## config.mk

```make
export PLATFORM = sky130hd
export DESIGN_NAME = byte_alu_tflag
export DESIGN_NICKNAME = d
export VERILOG_FILES = /design/src/rtl/byte_alu_tflag.sv
export SDC_FILE = /design/constraint.sdc
export NUM_CORES = 1
export LEC_CHECK = 0
export BUFFER_PORTS_ARGS = -buffer_cell sky130_fd_sc_hd__buf_2
export CELL_PAD_IN_SITES_DETAIL_PLACEMENT = 0
export CELL_PAD_IN_SITES_GLOBAL_PLACEMENT = 1
export CORE_MARGIN = 2
export CORE_UTILIZATION = 32
export DETAILED_ROUTE_END_ITERATION = 6
export GPL_TIMING_DRIVEN = 0
export PLACE_DENSITY = 0.68
export SYNTH_ARGS = -nofsm -noshare
export SYNTH_HDL_FRONTEND = slang
export SYNTH_SLANG_ARGS = --single-unit
```

## constraint.sdc

```tcl
create_clock -name clk -period 6.25 [get_ports clk]
set_input_delay 1.5625 -clock clk [delete_from_list [all_inputs] [get_ports clk]]
set_output_delay 1.5625 -clock clk [all_outputs]
set_load 0.02 [all_outputs]
```

## src/rtl/byte_alu_tflag.sv

```systemverilog
module byte_alu_tflag #(
  parameter int DW = 8,
  parameter int SW = 16
) (
  input  logic          clk,
  input  logic          rst_n,
  input  logic [3:0]    op_sel,
  input  logic [DW-1:0] opnd_a,
  input  logic [DW-1:0] opnd_b,
  input  logic [SW-1:0] spec_in,
  output logic [DW-1:0] data_out,
  output logic [SW-1:0] spec_out,
  output logic          flag_we,
  output logic          flag_q
);
  localparam logic [3:0] OP_ADD = 4'd0, OP_SUB = 4'd1, OP_SHL = 4'd2, OP_SHR = 4'd3,
                         OP_AND = 4'd4, OP_OR = 4'd5, OP_XOR = 4'd6, OP_NOT = 4'd7,
                         OP_ADDI = 4'd8, OP_CLRF = 4'd9, OP_GTU = 4'd10, OP_GTS = 4'd11,
                         OP_EQ = 4'd12, OP_STF = 4'd13, OP_SADD = 4'd14;

  logic flag_d;

  always_comb begin
    data_out = '0;
    unique case (op_sel)
      OP_ADD, OP_ADDI: data_out = opnd_a + opnd_b;
      OP_SUB:          data_out = opnd_a - opnd_b;
      OP_SHL:          data_out = {opnd_a[DW-2:0], 1'b0};
      OP_SHR:          data_out = {1'b0, opnd_a[DW-1:1]};
      OP_AND:          data_out = opnd_a & opnd_b;
      OP_OR:           data_out = opnd_a | opnd_b;
      OP_XOR:          data_out = opnd_a ^ opnd_b;
      OP_NOT:          data_out = ~opnd_a;
      OP_STF:          data_out = {{(DW-1){1'b0}}, flag_q};
      default:         data_out = '0;
    endcase
  end

  always_comb begin
    flag_d = 1'b0;
    unique case (op_sel)
      OP_GTU:  flag_d = opnd_a > opnd_b;
      OP_GTS:  flag_d = $signed(opnd_a) > $signed(opnd_b);
      OP_EQ:   flag_d = opnd_a == opnd_b;
      default: flag_d = 1'b0;
    endcase
  end

  assign flag_we  = (op_sel >= OP_CLRF) && (op_sel <= OP_EQ);
  assign spec_out = (op_sel == OP_SADD) ? spec_in + {{(SW-DW){opnd_b[DW-1]}}, opnd_b} : spec_in;

  always_ff @(posedge clk or negedge rst_n)
    if (!rst_n)       flag_q <= 1'b0;
    else if (flag_we) flag_q <= flag_d;
endmodule


```

==> impl_metrics.py, run 1 <==
metrics = {
    "run_status": {
        "status": "finished, final reports clean",
    },
    "global_routing": {
        "top_usage_layer": "met2",
        "grt_max_degree": 11,
        "grt_pass1_wl_mm": 12.0,
        "gr-usage-met2_pct": 30.6,
        "groute.usage.overall_pct": 18.5,
        "use_met1_pct": 28.1,
        "grt_pass1_vias": 2524,
        "met3_usage_pct": 0.0923,
        "grt_overflow": 0,
        "antenna_found_initial": 0,
    },
    "sta": {
        "fin_setup_tns_ns": 0,
        "period_needed_ns": 5.42,
        "relSlewSlack_pct": 59.9,
        "fmax_mhz": 184,
        "finalClockSkew_ns": 0,
        "fin_crit_sh_pct": 86.8,
        "rsz0062_at_grt": "no",
        "hold_violations": 0,
        "timing.final.ws_setup_ns": 0.826,
        "slew_viol_final": 0,
        "tightestPinTransition_ns": 0.599,
        "finalSetupViolations": 0,
    },
    "routing": {
        "via_per_inst": 5.40,
        "drt-initial-drc-count": 191,
        "wl_per_cell_um": 15.0,
        "wl_mm": 7.49,
        "postRouteAntennaNets": 0,
        "drc_errors": 0,
        "drt_first_pass_iters": 4,
        "num_vias": 2696,
    },
    "yosys": {
        "synth_top_cell_by_area": "ha_1",
        "synth_top_family_by_area": "compound AO/OA/AOI/OAI gates",
        "synth_most_common_cell": "ha_1",
        "synth_nets": 419,
        "synth_mux_area_share_pct": 3.71,
        "synth_compound_area_share_pct": 36.8,
        "ys_ff_latch": 1,
        "synthAdderAreaFrac_pct": 23.6,
        "synth_top_area_share_pct": 21.0,
        "synth_area_per_cell_um2": 6.86,
        "synth_ff_type": "dfrtp_1",
        "ys_warn_count": 0,
        "synth-simple-area-share_pct": 22.2,
        "yosys.cell_types.count": 62,
        "yosysSeqAreaShare_pct": 1.08,
        "synthArstFlopShare_pct": 100,
        "synth_common_cells": "ha_1 (39), nand2_1 (32), a21oi_1 (27)",
        "syn_inst": 339,
        "synthesis.area_um2": 2320,
        "synth_area_leaders": "ha_1 (21%), a21oi_1 (5.8%), nand2_1 (5.2%)",
        "synth_xor_area_share_pct": 4.14,
        "synth-edff-count": 0,
    },
    "place": {
        "gp_congestion": 0.890,
        "pre_cts_slack_ns": 0.878,
        "dp_hpwl_mm": 6.09,
        "io_buffers": 61,
    },
    "finish": {
        "regMostFlops": "flag_q",
        "nets": 482,
        "reg.largest.list": "flag_q x1",
        "n_antenna_cell": 0,
        "syn_to_final_growth_pct": 18.5,
        "final_layout_size_suffix_gt1_share_pct": 20.0,
        "largest_reg_flops": 1,
        "post-route-util_pct": 38.6,
    },
    "pwr": {
        "leakage_nw": 1.34,
        "intPower_uw": 100,
        "ir_drop_uv": 31.2,
        "swShare_pct": 59.9,
        "clkPwrFrac_pct": 0,
        "power.switching_uw": 150,
        "p_per_area_nw_per_um2": 90.6,
        "p_total_uw": 250,
        "pwr-share-seq_pct": 3.4,
        "combPwrFrac_pct": 96.6,
    },
    "die": {
        "die_area_um2": 7960,
        "ioPinCount": 64,
        "fp.dieH_um": 89.2,
        "rows": 31,
        "start_util_pct": 32.6,
        "core_area_um2": 7140,
        "die_x_um": 89.2,
    },
    "min_path": {
        "worstHoldStart": "flag_q$_DFFE_PN0P_",
        "hp-class": "register to register",
    },
    "setup_path": {
        "path_max_fanout": 4,
        "reg2reg_slack_ns": 5.47,
        "crit_type": "input port to primary output",
        "startpoint_type": "input port",
        "crit_path_end_kind": "primary output",
        "cp_data_arrival_time_ns": 3.86,
        "timing.rr.start": "flag_q$_DFFE_PN0P_",
        "worstPathRequired_ns": 4.69,
        "cp-startpoint": "opnd_a[0]",
    },
    "clocking": {
        "ctsResizeCount": 0,
        "clock_latency_ns": 0,
        "hold_buffers": 0,
        "clk_pin_slew_ns": 0,
        "postCtsSetupRepairBufs": 0,
    },
    "job": {
        "maxCapViolations": 0,
    },
}
cells by family after synthesis:
kind of cell,after synthesis
compound gates,124
simple gates,104
buf+inv,49
fa+ha+maj,42
xor+xnor,11
mux,8
flops,1
cell usage in the layout (no fill, tap or decap), types with 6 or more instances in the layout:
cell type,instances
a21o_1,7
a21oi_1,27
a221oi_1,7
a31oi_1,6
buf_2,66
clkbuf_1,10
ha_1,39
inv_1,26
mux2i_1,6
nand2_1,32
nor2_1,26
nor3_1,18
o21a_1,8
o21ai_0,9
o21ai_1,11
o21bai_1,7
o22ai_1,6
o31ai_1,6
xnor2_1,6
layer usage:
layer	vias to the layer above	part of all wire [%]
li1	1375	-
met5	-	0
met2	78	45
met4	0	0.48
met1	1241	50
met3	2	4.4
path summary, 6_finish.rpt:
| kind | cells past startpoint | end |
|---|---|---|
| setup / recovery | 11 | data_out[6] |
| hold / removal | 2 | flag_q$_DFFE_PN0P_ |
| setup reg to reg | 2 | flag_q$_DFFE_PN0P_ |
| hold reg to reg | 2 | flag_q$_DFFE_PN0P_ |
| max in group asynchronous | 1 | flag_q$_DFFE_PN0P_ |
| min in group asynchronous | 1 | flag_q$_DFFE_PN0P_ |
through the flow:
stage               cells  hold slack (ns)  instance area (um^2)
floorplan             339            0.712                  2320
global placement      499            0.641                  2750
detailed placement    499            0.625                  2750
CTS                   499            0.646                  2750
global route          499            0.686                  2750
finish                499            0.659                  2750
area by class of cell:
cell class,count,area (um^2)
buffer,19,85.1
fill,832,4380
inverter,30,113
multi-input combinational,289,2100
sequential,1,25.0
tap,99,124
timing repair buffer,61,305
worst max-delay path, cell delays in order:
cell and delay [ns]:
buf_2 0.09, inv_1 0.08, ha_1 0.23, fa_1 0.41, o21bai_1 0.17, a21oi_1 0.16
o31ai_1 0.32, o21ai_1 0.14, mux2_2 0.27, o221ai_1 0.21, buf_2 0.21
power by group through the flow:
stage | Combinational [mW] | Clock (mW) | Sequential (mW)
3_5_place_dp | 0.239 | 0 | 0.00840
3_3_place_gp | 0.238 | 0 | 0.00843
2_1_floorplan | 0.169 | 0 | 0.00943
5_1_grt | 0.269 | 0 | 0.00860
6_report | 0.241 | 0 | 0.00843
4_1_cts | 0.240 | 0 | 0.00842
Power figures use the tool's default switching activity.
==> run 2, diff against run 1 <==
--- a/config.mk
+++ b/config.mk
@@ -6,13 +6,16 @@
 export NUM_CORES = 1
 export LEC_CHECK = 0
 export BUFFER_PORTS_ARGS = -buffer_cell sky130_fd_sc_hd__buf_2
+export CAP_MARGIN = 40
 export CELL_PAD_IN_SITES_DETAIL_PLACEMENT = 0
 export CELL_PAD_IN_SITES_GLOBAL_PLACEMENT = 1
 export CORE_MARGIN = 2
 export CORE_UTILIZATION = 32
 export DETAILED_ROUTE_END_ITERATION = 6
+export GPL_ROUTABILITY_DRIVEN = 1
 export GPL_TIMING_DRIVEN = 0
 export PLACE_DENSITY = 0.68
+export RECOVER_POWER = 50
 export SYNTH_ARGS = -nofsm -noshare
 export SYNTH_HDL_FRONTEND = slang
 export SYNTH_SLANG_ARGS = --single-unit
==> run 2 against run 1 <==
Net effect:
- maximum frequency hardly changed
- final area fell by 0.50%
- combinational power about the same
- flip-flop and latch count did not move
- clock skew is the same
- register-to-register slack hardly changed
- critical endpoint is now spec_out[14]
- largest cell class unchanged
==> impl_metrics.py, run 2 (synthesized netlist as in run 1, its figures left out) <==
metrics = {
    "die": {
        "die_x_um": 89.2,
        "start_util_pct": 32.6,
        "rows": 31,
        "die_area_um2": 7960,
        "ioPinCount": 64,
        "core_area_um2": 7140,
        "fp.dieH_um": 89.2,
    },
    "setup_path": {
        "path_max_fanout": 10,
        "critPathBufInv": 2,
        "worstPathRequired_ns": 4.69,
        "critPathTopFamily": "compound AO/OA/AOI/OAI gates",
        "crit_type": "input port to primary output",
        "crit_path_end_kind": "primary output",
        "reg2reg_slack_ns": 5.47,
        "timing.rr.end": "flag_q$_DFFE_PN0P_",
        "critical-path-max-stage-delay_ns": 0.54,
        "cp_slowest_cell": "a2111oi_1",
        "timing.rr.start": "flag_q$_DFFE_PN0P_",
        "reg2regPathDepth": 2,
        "cp_data_arrival_time_ns": 3.86,
        "path_cells": "clkbuf_1, ha_1, and3_1, nand3_1, a2111oi_1, nor3_1, o31ai_1, buf_2",
        "startpoint_type": "input port",
    },
    "routing": {
        "drt_first_pass_iters": 4,
        "num_vias": 2687,
        "drt-initial-drc-count": 218,
        "postRouteAntennaNets": 0,
        "drc_errors": 0,
        "wl_mm": 7.45,
        "wl_per_cell_um": 14.9,
        "via_per_inst": 5.38,
    },
    "sta": {
        "hold_violations": 0,
        "fin_setup_tns_ns": 0,
        "fmax_mhz": 184,
        "finalSetupViolations": 0,
        "fin_crit_sh_pct": 86.8,
        "slew_viol_final": 0,
        "relSlewSlack_pct": 59.9,
        "period_needed_ns": 5.43,
        "finalClockSkew_ns": 0,
        "tightestPinTransition_ns": 0.600,
        "rsz0062_at_grt": "no",
    },
    "global_routing": {
        "groute.usage.overall_pct": 18.5,
        "antenna_found_initial": 0,
        "grt_overflow": 0,
        "grt_max_degree": 11,
        "grt_pass1_wl_mm": 12.0,
        "grt_pass1_vias": 2524,
    },
    "pwr": {
        "swShare_pct": 60.3,
        "clkPwrFrac_pct": 0,
        "pwr-share-seq_pct": 3.4,
        "combPwrFrac_pct": 96.6,
        "leakage_nw": 1.31,
        "p_per_area_nw_per_um2": 90.3,
        "intPower_uw": 98.2,
        "ir_drop_uv": 30.6,
        "power.switching_uw": 149,
        "p_total_uw": 247,
    },
    "finish": {
        "regMostFlops": "flag_q",
        "nets": 482,
        "final_cell_mix": "buf_2 (55), ha_1 (39), nand2_1 (32)",
        "final_layout_size_suffix_gt1_share_pct": 17.3,
        "reg.largest.list": "flag_q x1",
        "n_fill_cell": 836,
        "n_antenna_cell": 0,
        "largest_reg_flops": 1,
        "instances_no_fill": 499,
        "final_common_cell": "buf_2",
        "syn_to_final_growth_pct": 17.9,
    },
    "place": {
        "dpl.cell_count": 499,
        "gp_congestion": 0.890,
        "io_buffers": 61,
        "dp_hpwl_mm": 6.09,
    },
    "job": {
        "maxCapViolations": 0,
    },
    "min_path": {
        "worstHoldStart": "flag_q$_DFFE_PN0P_",
        "hp-class": "register to register",
        "holdPathEnd": "flag_q$_DFFE_PN0P_",
        "worstHoldPathCells": 2,
    },
    "run_status": {
        "status": "finished, final reports clean",
    },
    "clocking": {
        "clk_pin_slew_ns": 0,
        "ctsResizeCount": 0,
        "clock_latency_ns": 0,
        "postCtsSetupRepairBufs": 0,
        "hold_buffers": 0,
    },
}
run 2: changes by cell type in the layout (fill, tap and decap cells not counted):
cell and change:
buf_2 -11, buf_1 -2, clkbuf_1 +13
run 2: worst max-delay path by stage:
stage / startpoint / end / slack (ns) / depth (start not counted)
detailed placement: opnd_a[0] / data_out[6] / 0.88 / 11
CTS: opnd_a[0] / data_out[6] / 0.87 / 11
finish: opnd_b[7] / spec_out[14] / 0.82 / 8
global route: opnd_b[7] / spec_out[15] / 0.54 / 9
global placement: opnd_a[0] / data_out[6] / 0.90 / 11
floorplan: opnd_b[0] / spec_out[14] / 1.18 / 9
run 2: area by class of cell:
cell class	count	area (um^2)	share of cell area [%]
inverters	30	113	4.11
well taps	99	124	4.52
plain buffers	19	83.8	3.06
flip-flops and latches	1	25.0	0.913
repair buffers	61	293	10.7
multi-input cells	289	2100	76.7
run 2: layer usage:
metal | share of wire, % | global-route usage (%)
met3 | 3.8 | 0.0923
met5 | 0 | 0
met4 | 0.48 | 1.22
met2 | 46 | 30.6
met1 | 50 | 28.1
run 2: per-stage QoR:
step / area, um^2 / utilization, % / hold slack [ns] / worst slack [ns]
finish: 2740 / 38.4 / 0.659 / 0.823
global placement: 2750 / 38.6 / 0.641 / 0.903
CTS: 2750 / 38.6 / 0.646 / 0.870
detailed placement: 2750 / 38.6 / 0.625 / 0.878
floorplan: 2320 / - / 0.712 / 1.18
global route: 2740 / 38.4 / 0.687 / 0.541
run 2: tightest hold or removal path, stage by stage (launching register included):
cell	delay, ns
dfrtp_1	0.36
a22oi_2	0.09
a31oi_1	0.15
run 2: power by group through the flow:
stage               logic, mW  clock network [mW]  registers, mW
floorplan               0.169                   0        0.00943
global placement        0.238                   0        0.00843
detailed placement      0.239                   0        0.00840
CTS                     0.240                   0        0.00842
global route            0.267                   0        0.00862
finish                  0.239                   0        0.00844
